==> src/rtl/pci_tgt_pkg.sv <==
// Package: shared types for the PCI target command tracker.
// Holds the access-type codes seen at the top-level port and the
// address-advance modes used between the decoder and the counter.
package pci_tgt_pkg;

    typedef enum logic [2:0] {
        ACC_NONE   = 3'd0,
        ACC_MEM_RD = 3'd1,
        ACC_MEM_WR = 3'd2,
        ACC_CFG_RD = 3'd3,
        ACC_CFG_WR = 3'd4
    } acc_type_e;

    typedef enum logic [1:0] {
        ADV_HOLD = 2'd0,
        ADV_LIN  = 2'd1,
        ADV_WRAP = 2'd2,
        ADV_CFG  = 2'd3
    } adv_mode_e;

    // Command nibble values the decoder recognises.
    localparam logic [3:0] CMD_MEM_RD   = 4'b0110;
    localparam logic [3:0] CMD_MEM_WR   = 4'b0111;
    localparam logic [3:0] CMD_CFG_RD   = 4'b1010;
    localparam logic [3:0] CMD_CFG_WR   = 4'b1011;
    localparam logic [3:0] CMD_MEM_RDM  = 4'b1100;
    localparam logic [3:0] CMD_MEM_RDL  = 4'b1110;
    localparam logic [3:0] CMD_MEM_WRI  = 4'b1111;

    // Burst order encodings of the two low address bits.
    localparam logic [1:0] ORD_LINEAR = 2'b00;
    localparam logic [1:0] ORD_WRAP   = 2'b10;

endpackage

==> src/rtl/pci_tgt_cmd_decode.sv <==
// Module: pci_tgt_cmd_decode
// Purely combinational. Maps the command nibble and the two low address
// bits onto an access type, a claim decision, an address-advance mode,
// a wrap indication and a reserved-order indication.
// Assumes: inputs are the values present during the address phase.
module pci_tgt_cmd_decode
    import pci_tgt_pkg::*;
(
    input  logic [3:0] cbe_i,
    input  logic [1:0] ad_lo_i,
    output acc_type_e  acc_o,
    output logic       claim_o,
    output adv_mode_e  mode_o,
    output logic       wrap_o,
    output logic       bad_order_o
);

    logic is_mem;
    logic wrap_capable;

    // Classify the command nibble into an access type.
    always_comb begin
        wrap_capable = 1'b0;
        case (cbe_i)
            CMD_MEM_RD:  begin acc_o = ACC_MEM_RD; wrap_capable = 1'b1; end
            CMD_MEM_RDM: begin acc_o = ACC_MEM_RD; wrap_capable = 1'b1; end
            CMD_MEM_RDL: acc_o = ACC_MEM_RD;
            CMD_MEM_WR:  begin acc_o = ACC_MEM_WR; wrap_capable = 1'b1; end
            CMD_MEM_WRI: acc_o = ACC_MEM_WR;
            CMD_CFG_RD:  acc_o = ACC_CFG_RD;
            CMD_CFG_WR:  acc_o = ACC_CFG_WR;
            default:     acc_o = ACC_NONE;
        endcase
    end

    // Derive claim, burst order and advance mode from the access type.
    always_comb begin
        is_mem      = (acc_o == ACC_MEM_RD) || (acc_o == ACC_MEM_WR);
        claim_o     = (acc_o != ACC_NONE);
        wrap_o      = is_mem && wrap_capable && (ad_lo_i == ORD_WRAP);
        bad_order_o = is_mem && ad_lo_i[0];
        if (is_mem)
            mode_o = wrap_o ? ADV_WRAP : ADV_LIN;
        else if (claim_o)
            mode_o = ADV_CFG;
        else
            mode_o = ADV_HOLD;
    end

endmodule

==> src/rtl/pci_tgt_addr_ctr.sv <==
// Module: pci_tgt_addr_ctr
// Holds the running byte address of a burst. On load it captures the bus
// address (masked to the configuration space for configuration accesses).
// On step it adds one word inside a field chosen by the advance mode:
// the whole word address (linear), the line offset (wrap) or the
// configuration offset. Bits outside the field and bits [1:0] are kept.
// Assumes: load has priority over step.
module pci_tgt_addr_ctr
    import pci_tgt_pkg::*;
#(
    parameter int ADDR_W     = 32,
    parameter int LINE_WORDS = 8,
    parameter int CFG_BYTES  = 256
) (
    input  logic              clk,
    input  logic              rst_n,
    input  logic              load_i,
    input  logic              load_cfg_i,
    input  logic [ADDR_W-1:0] ad_i,
    input  logic              step_i,
    input  adv_mode_e         mode_i,
    output logic [ADDR_W-1:0] addr_o
);

    localparam int WRAP_W = $clog2(LINE_WORDS);
    localparam int CFG_W  = $clog2(CFG_BYTES);
    localparam logic [ADDR_W-1:0] ONE       = {{(ADDR_W-1){1'b0}}, 1'b1};
    localparam logic [ADDR_W-1:0] STEP      = ONE << 2;
    localparam logic [ADDR_W-1:0] LIN_MASK  = ~(STEP - ONE);
    localparam logic [ADDR_W-1:0] WRAP_MASK = (ONE << (WRAP_W + 2)) - STEP;
    localparam logic [ADDR_W-1:0] CFG_KEEP  = (ONE << CFG_W) - ONE;
    localparam logic [ADDR_W-1:0] CFG_MASK  = (ONE << CFG_W) - STEP;

    logic [ADDR_W-1:0] addr_q;
    logic [ADDR_W-1:0] field_mask;
    logic [ADDR_W-1:0] addr_next;

    // Pick the bits that take part in the increment for this mode.
    always_comb begin
        case (mode_i)
            ADV_LIN:  field_mask = LIN_MASK;
            ADV_WRAP: field_mask = WRAP_MASK;
            ADV_CFG:  field_mask = CFG_MASK;
            default:  field_mask = '0;
        endcase
        addr_next = (addr_q & ~field_mask) | ((addr_q + STEP) & field_mask);
    end

    // Address register: reset, capture or advance.
    always_ff @(posedge clk) begin
        if (!rst_n)
            addr_q <= '0;
        else if (load_i)
            addr_q <= load_cfg_i ? (ad_i & CFG_KEEP) : ad_i;
        else if (step_i)
            addr_q <= addr_next;
    end

    assign addr_o = addr_q;

endmodule

==> src/rtl/pci_tgt_err_flag.sv <==
// Module: pci_tgt_err_flag
// Sticky flag. A set pulse makes it 1, a clear pulse makes it 0,
// and a set on the same clock as a clear wins.
// Assumes: set and clear are single-clock qualified strobes.
module pci_tgt_err_flag (
    input  logic clk,
    input  logic rst_n,
    input  logic set_i,
    input  logic clr_i,
    output logic flag_o
);

    logic flag_q;

    // Flag register with set priority over clear.
    always_ff @(posedge clk) begin
        if (!rst_n)
            flag_q <= 1'b0;
        else if (set_i)
            flag_q <= 1'b1;
        else if (clr_i)
            flag_q <= 1'b0;
    end

    assign flag_o = flag_q;

endmodule

==> src/rtl/pci_tgt_cmd_tracker.sv <==
// Module: pci_tgt_cmd_tracker (top)
// Target-side tracker for a 32-bit PCI-style bus. Captures the command
// and address when frame is seen on an idle bus, then holds the access
// type and claim decision until frame drops on an idle bus. For claimed
// accesses the address advances on every completed data phase.
// Assumes: bus_idle_i is high only between transactions and on the first
// clock of a new frame; dphase_done_i comes from the bus handshake logic.
module pci_tgt_cmd_tracker
    import pci_tgt_pkg::*;
#(
    parameter int ADDR_W     = 32,
    parameter int LINE_WORDS = 8,
    parameter int CFG_BYTES  = 256
) (
    input  logic              clk,
    input  logic              rst_n,
    input  logic              frame_i,
    input  logic              bus_idle_i,
    input  logic [3:0]        cbe_i,
    input  logic [ADDR_W-1:0] ad_i,
    input  logic              dphase_done_i,
    input  logic              err_clr_i,
    output logic [2:0]        acc_type_o,
    output logic              claim_o,
    output logic              skip_o,
    output logic [ADDR_W-1:0] cur_addr_o,
    output logic              wrap_mode_o,
    output logic              order_err_o
);

    acc_type_e dec_acc;
    logic      dec_claim;
    adv_mode_e dec_mode;
    logic      dec_wrap;
    logic      dec_bad;

    acc_type_e acc_q;
    logic      claim_q;
    logic      skip_q;
    adv_mode_e mode_q;
    logic      wrap_q;

    logic start;
    logic finish;
    logic advance;

    pci_tgt_cmd_decode u_dec (
        .cbe_i       (cbe_i),
        .ad_lo_i     (ad_i[1:0]),
        .acc_o       (dec_acc),
        .claim_o     (dec_claim),
        .mode_o      (dec_mode),
        .wrap_o      (dec_wrap),
        .bad_order_o (dec_bad)
    );

    // Transaction boundaries and data-phase qualification.
    always_comb begin
        start   = frame_i && bus_idle_i;
        finish  = !frame_i && bus_idle_i;
        advance = claim_q && dphase_done_i && !bus_idle_i;
    end

    // Per-transaction state: captured at start, cleared at finish.
    always_ff @(posedge clk) begin
        if (!rst_n) begin
            acc_q   <= ACC_NONE;
            claim_q <= 1'b0;
            skip_q  <= 1'b0;
            mode_q  <= ADV_HOLD;
            wrap_q  <= 1'b0;
        end else if (start) begin
            acc_q   <= dec_acc;
            claim_q <= dec_claim;
            skip_q  <= !dec_claim;
            mode_q  <= dec_mode;
            wrap_q  <= dec_wrap;
        end else if (finish) begin
            acc_q   <= ACC_NONE;
            claim_q <= 1'b0;
            skip_q  <= 1'b0;
            mode_q  <= ADV_HOLD;
            wrap_q  <= 1'b0;
        end
    end

    pci_tgt_addr_ctr #(
        .ADDR_W     (ADDR_W),
        .LINE_WORDS (LINE_WORDS),
        .CFG_BYTES  (CFG_BYTES)
    ) u_ctr (
        .clk        (clk),
        .rst_n      (rst_n),
        .load_i     (start),
        .load_cfg_i (dec_mode == ADV_CFG),
        .ad_i       (ad_i),
        .step_i     (advance),
        .mode_i     (mode_q),
        .addr_o     (cur_addr_o)
    );

    pci_tgt_err_flag u_err (
        .clk    (clk),
        .rst_n  (rst_n),
        .set_i  (start && dec_bad),
        .clr_i  (err_clr_i),
        .flag_o (order_err_o)
    );

    assign acc_type_o  = acc_q;
    assign claim_o     = claim_q;
    assign skip_o      = skip_q;
    assign wrap_mode_o = wrap_q;

endmodule

==> config.mk <==
export PLATFORM = sky130hd
export DESIGN_NAME = pci_tgt_cmd_tracker
export DESIGN_NICKNAME = d
export VERILOG_FILES = /design/src/rtl/pci_tgt_pkg.sv /design/src/rtl/pci_tgt_cmd_decode.sv /design/src/rtl/pci_tgt_addr_ctr.sv /design/src/rtl/pci_tgt_err_flag.sv /design/src/rtl/pci_tgt_cmd_tracker.sv
export SDC_FILE = /design/constraint.sdc
export NUM_CORES = 1
export LEC_CHECK = 0
export BUFFER_PORTS_ARGS = -buffer_cell sky130_fd_sc_hd__buf_4
export CORE_MARGIN = 2
export CORE_UTILIZATION = 50
export DETAILED_ROUTE_END_ITERATION = 8
export PLACE_DENSITY_LB_ADDON = 0.15
export SLEW_MARGIN = 20
export SYNTH_ARGS = -nofsm -noshare
export SYNTH_HDL_FRONTEND = slang
export SYNTH_SLANG_ARGS = --single-unit
==> constraint.sdc <==
create_clock -name clk -period 2.8 [get_ports clk]
set_clock_uncertainty 0.1 [all_clocks]
set_input_delay 0.14 -clock clk [delete_from_list [all_inputs] [get_ports clk]]
set_output_delay 0.14 -clock clk [all_outputs]
set_load 0.01 [all_outputs]
==> run metrics <==
Max-cap violations 0; Mapped Cells 312; GRT met1 Usage 0.402; routability cong. 0.978; # resized after CTS 0; Worst IR Drop VDD 0.242 mV; routed length per placed instance 17.6 um; met2 Usage GRT 0.458; Slew @ Worst Pin about 0.81 ns; htree depth 2; dpl cells 437; Post-synth EDFFs 0; setup TNS 0 ns; clock transition at the registers of the reported paths 0.09 ns; initial DRC count approximately 280; commonest non-fill, non-tap cell in the layout buf_4; sequential element share of the synthesized area 0.341; clock sinks 41; Crit. End Element register; die width 73.3 um; Distinct cells, synth 58; Starting Density 0.512; Final setup viols 0; Post-Syn Area 2400 sq um; Yosys reg bits 41; RSZ-0062 raised after global routing no; Clock Latency Late Sink 0.30 ns; Row Count 25; Synth area leaders dfxtp_1 (34%), a21oi_1 (6.7%), nand2_1 (6.4%); Post-Syn Nets about 360; drt drc 0; DRT Pass-1 Iters 5; TritonCTS Buffers 5; DP Wirelength approximately 5500 um; number of global-route vias before repair 2554; synthesized area per cell 7.70 sq um; Critical Path AT between 2 and 2.5 ns; area occupied by registers roughly 820 sq um; initial antenna violation count 0; area of the multi-input gates 1500 sq um; ratio of final minimum period to clock period 0.801; top_reg_cell synth dfxtp_1; first-pass GRT wire length between 10000 and 15000 um; synth warn 0; Routed WL 7870 um; highest clock rate 446 MHz; largest net degree at the start of global routing 36; CTS tree yes; met3 Use GR 0.0425; # hold bufs at CTS 2; grt ovf 0; CP max FO 7; Hold Fails Final Rpt 0; share of cells above drive strength 1 0.276; CP Launch Type register; Antenna Violating Nets Remaining 0; most frequent cells in the layout buf_4 (86), nand2_1 (41), dfxtp_1 (41); Async SR Flop Fraction 0; worst relative slew slack 0.457; Core Util, Final 0.677; fin cells 446; Port Buffers 80; Hold WS 0.000689 ns; maximum root-to-sink buffer count 2; GRT busiest layer met2; crit path time final between 2 and 2.5 ns; Worst Hold Class in2reg; Post-CTS Setup Repair Bufs 0; core area 4690 sq um; Worst EP required 2.93 ns; die height 73.3 um; fillers 416; die area between 5000 and 6000 sq um; GRT Util Overall 0.294; static leakage 1.28 nW; status finished, final reports clean; CTS root buffer clkbuf_8; vias per std cell between 6 and 7; post-synth top area share 0.341; Yosys top cell by area dfxtp_1; nets 435; routed vias about 2800; PD cells 415 nW/um^2; diode count 0; Layout area overhead 32.1%; Slew Viols, Final 0; critical path type reg2reg; I/O Pins 81
## metal layers
| metal | part of all wire | up-vias |
|---|---|---|
| met3 | 0.078 | 16 |
| met2 | 0.46 | 144 |
| met5 | 0 | - |
| li1 | - | 1330 |
| met1 | 0.44 | 1305 |
| met4 | 0.022 | 0 |
## final timing paths
| path | cells after the start | start | slack, ns | endpoint |
|---|---|---|---|---|
| hold / removal | 3 | ad_i[1] | 0.0007 | u_ctr.addr_o[1]$_SDFFE_PN0P_ |
| setup / recovery | 5 | register | 0.56 | register |
| hold reg to reg | 2 | u_ctr.addr_o[0]$_SDFFE_PN0P_ | 0.36 | u_ctr.addr_o[0]$_SDFFE_PN0P_ |
| setup reg to reg | 5 | register | 0.56 | register |
## through the flow
step           setup WS, ns  power (mW)  instance area (sq um)
2_1_floorplan         0.692       0.733                   2400
3_5_place_dp          0.591       0.843                   3050
4_1_cts               0.574        1.31                   3180
6_report              0.556        1.32                   3180
5_1_grt               0.435        1.36                   3180
3_3_place_gp          0.646       0.839                   3050
## logic make-up (layout without fill, tap and decap cells)
logic type,Yosys count,in the layout,share of synthesized area
XOR/XNOR,7,7,0.0255
AND/OR/NAND/NOR,145,145,0.321
flip-flops,41,41,0.341
adder cells (fa/ha/maj),1,1,0.00520
multiplexers,2,2,0.00937
AO/OA/AOI/OAI,96,96,0.263
buffers and inverters,20,100,0.0349
## critical path, stage by stage (launching register included)
cell and delay (ns):
dfxtp_1 0.45, nand4_2 0.22, or4_4 0.63, or2_4 0.27, o311a_1 0.35, a211oi_1 0.15
## power breakdown
group | switching (mW) | internal (mW) | total [mW]
sequential | 0.0271 | 0.603 | 0.630
combinational | 0.102 | 0.103 | 0.205
clock | 0.224 | 0.260 | 0.484
## cell type report
| type | count | area share |
|---|---|---|
| multi-input cells | 251 | 0.472 |
| flip-flops and latches | 41 | 0.258 |
| repair buffers | 88 | 0.210 |
| clock buffers | 5 | 0.0217 |
| well taps | 54 | 0.0213 |
| clock inverters | 2 | 0.0110 |
| inverters | 5 | 0.00591 |
## cells in the mapped netlist, types with 3 or more instances
cell type,n
dfxtp_1,41
nand2_1,41
a21oi_1,32
nor2_1,25
o21ai_0,17
nand3_1,14
clkbuf_1,13
nor4_1,12
and3_1,9
nor3_1,8
nand4_1,7
a211oi_1,6
xnor2_1,6
inv_1,5
o21a_1,4
a22o_1,3
a22oi_1,3
a31oi_1,3
a32oi_1,3
and2_1,3
nand2b_1,3
o22ai_1,3
(Power assumes the default switching activity.)
